$ cat config.mk
export PLATFORM = sky130hd
export DESIGN_NAME = pwm_shadow_ctrl
export DESIGN_NICKNAME = d
export VERILOG_FILES = /design/src/rtl/pwm_shadow_pkg.sv /design/src/rtl/pwm_shadow_regs.sv /design/src/rtl/pwm_timebase.sv /design/src/rtl/pwm_wave_gen.sv /design/src/rtl/pwm_out_map.sv /design/src/rtl/pwm_shadow_ctrl.sv
export SDC_FILE = /design/constraint.sdc
export NUM_CORES = 1
export LEC_CHECK = 0
export BUFFER_PORTS_ARGS = -buffer_cell sky130_fd_sc_hd__buf_4
export CAP_MARGIN = 5
export CORE_MARGIN = 1
export CORE_UTILIZATION = 61
export DETAILED_ROUTE_END_ITERATION = 8
export GPL_TIMING_DRIVEN = 0
export PLACE_DENSITY = 0.77
export SLEW_MARGIN = 25
export SYNTH_ARGS = -nofsm -noshare
export SYNTH_HDL_FRONTEND = slang
export SYNTH_SLANG_ARGS = --single-unit
export TNS_END_PERCENT = 5
$ cat constraint.sdc
create_clock -name clk_i -period 2.3 [get_ports clk_i]
set_input_delay 0.46 -clock clk_i [delete_from_list [all_inputs] [get_ports clk_i]]
set_output_delay 0.46 -clock clk_i [all_outputs]
set_load 0.005 [all_outputs]
$ cat src/rtl/pwm_shadow_pkg.sv
`timescale 1ns/1ps
package pwm_shadow_pkg;
  localparam int unsigned ADDR_W = 4;
  localparam int unsigned N_CMP  = 4;

  localparam logic [ADDR_W-1:0] ADR_MODE = 4'h0;
  localparam logic [ADDR_W-1:0] ADR_OVR  = 4'h1;
  localparam logic [ADDR_W-1:0] ADR_SYNC = 4'h2;
  localparam logic [ADDR_W-1:0] ADR_CMP0 = 4'h4;
  localparam logic [ADDR_W-1:0] ADR_TOPL = 4'hC;
  localparam logic [ADDR_W-1:0] ADR_TOPH = 4'hD;

  // compare slots: 0 A set, 1 A clr, 2 B set, 3 B clr
  typedef struct packed {
    logic sel_d;
    logic sel_c;
    logic mirror;
    logic auto_ld;
    logic ovr_en;
  } mode_t;
endpackage

$ cat src/rtl/pwm_shadow_regs.sv
`timescale 1ns/1ps
module pwm_shadow_regs
  import pwm_shadow_pkg::*;
#(
  parameter int unsigned    CW      = 12,
  parameter logic [CW-1:0]  TOP_RST = {CW{1'b1}}
) (
  input  logic                       clk_i,
  input  logic                       rst_ni,
  input  logic                       wr_en_i,
  input  logic [ADDR_W-1:0]          addr_i,
  input  logic [7:0]                 wdata_i,
  input  logic                       cyc_end_i,
  output mode_t                      mode_o,
  output logic [1:0]                 ovr_o,
  output logic [CW-1:0]              top_o,
  output logic [N_CMP-1:0][CW-1:0]   act_o
);
  localparam int unsigned HW = CW - 8;

  logic [N_CMP-1:0][CW-1:0] shd_q, act_q;
  logic [N_CMP-1:0]         lo_hit, hi_hit, lo_we, hi_we;
  mode_t                    mode_q;
  logic [1:0]               ovr_q;
  logic [CW-1:0]            top_q;
  logic                     pend_q, req, load, sync_hit;

  always_comb begin
    for (int i = 0; i < N_CMP; i++) begin
      lo_hit[i] = wr_en_i && (addr_i == ADDR_W'(32'(ADR_CMP0) + 32'(2 * i)));
      hi_hit[i] = wr_en_i && (addr_i == ADDR_W'(32'(ADR_CMP0) + 32'(2 * i + 1)));
    end
    // mirror mode: B slots also land in A slots
    lo_we = lo_hit | (mode_q.mirror ? {2'b00, lo_hit[3:2]} : '0);
    hi_we = hi_hit | (mode_q.mirror ? {2'b00, hi_hit[3:2]} : '0);
    sync_hit = wr_en_i && (addr_i == ADR_SYNC) && wdata_i[0];
    req  = sync_hit
         | (hi_hit[3] & mode_q.auto_ld)
         | (hi_hit[1] & mode_q.auto_ld & mode_q.mirror);
    load = pend_q & cyc_end_i;
  end

  always_ff @(posedge clk_i or negedge rst_ni) begin
    if (!rst_ni) begin
      mode_q <= '0;
      ovr_q  <= '0;
      top_q  <= TOP_RST;
      shd_q  <= '0;
      act_q  <= '0;
      pend_q <= 1'b0;
    end else begin
      if (wr_en_i && addr_i == ADR_MODE)
        mode_q <= '{sel_d: wdata_i[7], sel_c: wdata_i[6], mirror: wdata_i[3],
                    auto_ld: wdata_i[1], ovr_en: wdata_i[0]};
      if (wr_en_i && addr_i == ADR_OVR)  ovr_q        <= wdata_i[1:0];
      if (wr_en_i && addr_i == ADR_TOPL) top_q[7:0]   <= wdata_i;
      if (wr_en_i && addr_i == ADR_TOPH) top_q[CW-1:8] <= wdata_i[HW-1:0];
      for (int i = 0; i < N_CMP; i++) begin
        if (lo_we[i]) shd_q[i][7:0]    <= wdata_i;
        if (hi_we[i]) shd_q[i][CW-1:8] <= wdata_i[HW-1:0];
      end
      // a request on the wrap clock waits for the next wrap
      pend_q <= req | (pend_q & ~cyc_end_i);
      if (load) act_q <= shd_q;
    end
  end

  assign mode_o = mode_q;
  assign ovr_o  = ovr_q;
  assign top_o  = top_q;
  assign act_o  = act_q;

  assert_active_hold_R4: assert property (@(posedge clk_i) disable iff (!rst_ni)
    !cyc_end_i |=> $stable(act_q));
  assert_req_pending_R10: assert property (@(posedge clk_i) disable iff (!rst_ni)
    req |=> pend_q);
  assert_pend_served_R4: assert property (@(posedge clk_i) disable iff (!rst_ni)
    (pend_q && cyc_end_i && !req) |=> !pend_q);
endmodule

$ cat src/rtl/pwm_timebase.sv
`timescale 1ns/1ps
module pwm_timebase #(
  parameter int unsigned CW = 12
) (
  input  logic          clk_i,
  input  logic          rst_ni,
  input  logic [CW-1:0] top_i,
  output logic [CW-1:0] cnt_o,
  output logic          cyc_end_o
);
  logic [CW-1:0] cnt_q;

  assign cyc_end_o = (cnt_q == top_i);

  always_ff @(posedge clk_i or negedge rst_ni) begin
    if (!rst_ni)        cnt_q <= '0;
    else if (cyc_end_o) cnt_q <= '0;
    else                cnt_q <= cnt_q + CW'(1);
  end

  assign cnt_o = cnt_q;

  assert_wrap_R2: assert property (@(posedge clk_i) disable iff (!rst_ni)
    cyc_end_o |=> cnt_q == '0);
  assert_step_R2: assert property (@(posedge clk_i) disable iff (!rst_ni)
    !cyc_end_o |=> cnt_q == $past(cnt_q) + CW'(1));
endmodule

$ cat src/rtl/pwm_wave_gen.sv
`timescale 1ns/1ps
module pwm_wave_gen #(
  parameter int unsigned CW = 12
) (
  input  logic          clk_i,
  input  logic          rst_ni,
  input  logic [CW-1:0] cnt_i,
  input  logic [CW-1:0] set_i,
  input  logic [CW-1:0] clr_i,
  output logic          wave_o
);
  logic wave_q;

  always_ff @(posedge clk_i or negedge rst_ni) begin
    if (!rst_ni)              wave_q <= 1'b0;
    else if (cnt_i == set_i)  wave_q <= 1'b1;
    else if (cnt_i == clr_i)  wave_q <= 1'b0;
  end

  assign wave_o = wave_q;

  assert_set_hi_R3: assert property (@(posedge clk_i) disable iff (!rst_ni)
    (cnt_i == set_i) |=> wave_o);
  assert_clr_lo_R3: assert property (@(posedge clk_i) disable iff (!rst_ni)
    (cnt_i == clr_i && cnt_i != set_i) |=> !wave_o);
endmodule

$ cat src/rtl/pwm_out_map.sv
`timescale 1ns/1ps
module pwm_out_map
  import pwm_shadow_pkg::*;
(
  input  mode_t      mode_i,
  input  logic [1:0] ovr_i,
  input  logic [1:0] wave_i,
  output logic       pwm_a_o,
  output logic       pwm_b_o,
  output logic       pwm_c_o,
  output logic       pwm_d_o
);
  logic [1:0] lvl;

  assign lvl     = mode_i.ovr_en ? ovr_i : wave_i;
  assign pwm_a_o = lvl[0];
  assign pwm_b_o = lvl[1];
  assign pwm_c_o = mode_i.sel_c ? lvl[1] : lvl[0];
  assign pwm_d_o = mode_i.sel_d ? lvl[1] : lvl[0];
endmodule

$ cat src/rtl/pwm_shadow_ctrl.sv
`timescale 1ns/1ps
module pwm_shadow_ctrl
  import pwm_shadow_pkg::*;
#(
  parameter int unsigned   CW      = 12,
  parameter logic [CW-1:0] TOP_RST = {CW{1'b1}}
) (
  input  logic              clk_i,
  input  logic              rst_ni,
  input  logic              wr_en_i,
  input  logic [ADDR_W-1:0] addr_i,
  input  logic [7:0]        wdata_i,
  output logic [CW-1:0]     cnt_o,
  output logic              cycle_end_o,
  output logic              pwm_a_o,
  output logic              pwm_b_o,
  output logic              pwm_c_o,
  output logic              pwm_d_o
);
  mode_t                    mode;
  logic [1:0]               ovr, wave;
  logic [CW-1:0]            top, cnt;
  logic [N_CMP-1:0][CW-1:0] act;
  logic                     cyc_end;

  pwm_shadow_regs #(.CW(CW), .TOP_RST(TOP_RST)) regs_i (
    .clk_i, .rst_ni, .wr_en_i, .addr_i, .wdata_i,
    .cyc_end_i(cyc_end), .mode_o(mode), .ovr_o(ovr), .top_o(top), .act_o(act)
  );

  pwm_timebase #(.CW(CW)) tb_i (
    .clk_i, .rst_ni, .top_i(top), .cnt_o(cnt), .cyc_end_o(cyc_end)
  );

  for (genvar g = 0; g < 2; g++) begin : g_wave
    pwm_wave_gen #(.CW(CW)) wave_i (
      .clk_i, .rst_ni, .cnt_i(cnt),
      .set_i(act[2*g]), .clr_i(act[2*g+1]), .wave_o(wave[g])
    );
  end

  pwm_out_map map_i (
    .mode_i(mode), .ovr_i(ovr), .wave_i(wave),
    .pwm_a_o, .pwm_b_o, .pwm_c_o, .pwm_d_o
  );

  assign cnt_o       = cnt;
  assign cycle_end_o = cyc_end;
endmodule

==> impl_metrics.yaml <==
finish:
  finish.net_count: 517
  layoutNonFillerInstCount: 642
  share_of_final_layout_standard_cells_stronger_than_drive_strength_1_pct: 38.6
  num-fill-cells: 543
  antenna_cells: 0
  area.growth.synth_to_final_pct: 22.2
critical_path:
  worst_ep_required_time_ns: 1.84
  cp-start-kind: "flop"
  critPathCaptureType: "primary output"
  critical_path.max_fanout: 6
  crit_arrival_ns: 1.92
  worstSetupPathType: "reg2out"
  worst-r2r-setup-slack_ns: 0.02
  worst_r2r_path_depth: 9
yosys:
  synth_top_cell_by_area: "dfrtp_1"
  main_combinational_cell_family_by_area_after_synthesis: "multiplexers"
  adder_cell_area_share_of_the_yosys_netlist_pct: 0.212
  synth_top_area_share_pct: 50.1
  postSynthNetCount: 445
  synthesis.area_sq_um: 5900
  syn_inst: 429
  synthMuxAreaShare_pct: 23.5
  synth-xor-area-share_pct: 10.3
  async_reset_ff_share_pct: 100
  synth-edff-count: 0
  yosys.cell_types.count: 37
  dominantRegCellSynth: "dfrtp_1"
  synth-warning-count: 0
  synth-seq-cells: 130
  ys_top_cells_by_area: "dfrtp_1, mux2_2, mux2_1, xnor2_1, dfstp_2"
  syn_area_per_cell_sq_um: 13.7
  ys_seq_area_share_pct: 55.4
  compound_gate_fraction_of_synth_area_pct: 1.32
  ranking_of_synthesized_cells_by_instance_count: "dfrtp_1, mux2_2, xnor2_1"
  cell_with_the_most_instances_after_synthesis: "dfrtp_1"
  synth_simple_gate_area_share_pct: 6.77
routing:
  dr.pass1.iters: 8
  drt_drc_violations_left: 0
  wl_per_cell_um: 21.9
  drt-total-wl_um: 14100
  drtIter0Drc: 175
  viasPerCell: 5.71
  ant_nets: 0
  dr_total_vias: 3667
power:
  power_density_nw_per_um2: 1130
  finalPower_mw: 8.11
  worst_ir_drop_vdd_uv: 607
  power.leakage_nw: 3.30
sta:
  worst_slew_margin_rel_pct: 48.6
  rsz0062_at_grt: "true"
  finalSetupViolations: 1
  timing_hold_violations_final: 0
  post-route-worst-setup-slack_ns: -0.0805
  finalHoldWorstSlack_ns: 0.194
  tns_ns: -0.0805
  layout_worst_path_cycle_share_pct: 104
  worst_clock_skew_ns: 0.00996
  layout_min_cycle_time_ns: 2.38
  transition_time_of_the_tightest_slew_check_pin_ns: 0.771
  fmax_ghz: 0.420
  number_of_pins_exceeding_their_max_slew_limit_in_the_final_report: 0
placement:
  place.detailed.instances: 587
  place.gp.congestion: 0.792
  place_ws_ns: -0.179
  io_buffer_count: 28
  post-dp-hpwl_um: 8110
clocking:
  clock_latency_ns: 0.52
  maximum_clock_insertion_buffer_count: 2
  tritoncts: "built"
  tritoncts_buffers: 17
  clk_pin_slew_worst_setup_hold_paths_ns: 0.06
  tritoncts_num_sinks: 130
  root_buffer: "clkbuf_8"
  htree_num_levels: 4
floorplan:
  die_y_um: 100
  die_area_sq_um: 10100
  core_area_sq_um: 9280
  floorplan.initialDensity_pct: 63.5
  die_x_um: 100
  floorplan.rows: 35
  design.portCount: 32
flow_run:
  max_cap_violations: 0
grt:
  vias_in_the_first_global_route: 3886
  grt_overflow: 0
  grt_first_pass_wirelength_um: 21400
  gr-usage-all-layers_pct: 29.6
  largest_net_degree_at_the_start_of_global_routing: 76
  grt_antenna_before_repair: 0
status:
  violated_checks: "negative setup slack"
  outcome: "complete, but fails checks"
hold_path:
  hold_path_class: "in2reg"
  timing.hold.worst_path_depth: 2
-- registers in the layout, summed over array words and instances (netlist names) --
| signal | count |
|---|---|
| regs_i.act_o | 48 |
| regs_i.shd_q | 48 |
| regs_i.top_o | 12 |
| tb_i.cnt_o | 12 |
| regs_i.mode_o | 5 |
| g_wave.wave_i.wave_o | 2 |
| regs_i.ovr_o | 2 |
| regs_i.pend_q | 1 |
-- cells by family after synthesis --
group                      after synthesis
buffers and inverters                   29
AOI/OAI and AO/OA                       12
muxes                                  117
and+or+nand+nor                         71
DFF                                    130
adders and majority gates                1
xor gates and xnor gates                69
-- metrics by stage --
stage / instance area [sq um] / utilization [%]
after floorplan: 5900 / -
after global placement: 6270 / 67.5
after detailed placement: 6300 / 67.9
after CTS: 7070 / 76.1
after global routing: 7210 / 77.6
final: 7210 / 77.6
-- timing repair --
| item | CTS | global route |
|---|---|---|
| endpoints found under the hold margin | 55 | 0 |
| hold buffers | 1 | 0 |
| gates resized for setup | 27 | 12 |
| pin swaps | 5 | 4 |
| buffers inserted | 12 | 17 |
| endpoints found under the setup margin | 1 | 1 |
-- worst max-delay path, cell delays in order (launching register included) --
cell,delay (ns)
dfrtp_1,0.40
buf_8,0.14
xor2_1,0.14
nor4_2,0.34
and3_4,0.29
buf_6,0.10
-- path summary, 6_finish.rpt --
kind | from | end
hold / removal | wdata_i[3] | regs_i.top_o[3]$_DFFE_PN1P_
min in group asynchronous | rst_ni | regs_i.act_o[1]$_DFFE_PN0P_
max in group asynchronous | rst_ni | regs_i.top_o[2]$_DFFE_PN1P_
hold reg to reg | regs_i.shd_q[31]$_DFFE_PN0P_ | regs_i.act_o[31]$_DFFE_PN0P_
setup / recovery | tb_i.cnt_o[7]$_DFF_PN0_ | cycle_end_o
setup reg to reg | tb_i.cnt_o[7]$_DFF_PN0_ | regs_i.act_o[47]$_DFFE_PN0P_
-- cell usage in the layout (no fill, tap or decap), types with 9 or more instances in the layout --
cell / instances
buf_4: 55
buf_6: 9
clkbuf_16: 16
dfrtp_1: 115
dfstp_2: 12
mux2_1: 43
mux2_2: 55
mux2_4: 18
nand2_1: 10
nand4_1: 16
nor2_1: 17
xnor2_1: 55
xor2_1: 10
-- metal layers --
layer,track usage [%],wire [um]
met1,40.2,5970
met4,11.3,392
met3,6.20,913
met2,47.3,6800
met5,0,0
-- where the power goes --
part,switching [mW],total [mW],internal (mW)
Combinational,1.05,2.26,1.21
Sequential,0.394,3.27,2.88
Clock,0.963,2.58,1.62
-- area by class of cell --
class                           count  area (sq um)  share of cell area, %
Multi-Input combinational cell    270          2540                   35.3
Tap cell                          129           161                   2.24
Clock buffer                       22           463                   6.42
Inverter                            4          15.0                  0.208
Clock inverter                      9           106                   1.48
Buffer                             19           168                   2.33
Timing Repair Buffer               59           477                   6.62
Sequential cell                   130          3270                   45.4
No activity file was read; power rests on OpenSTA's default activity.
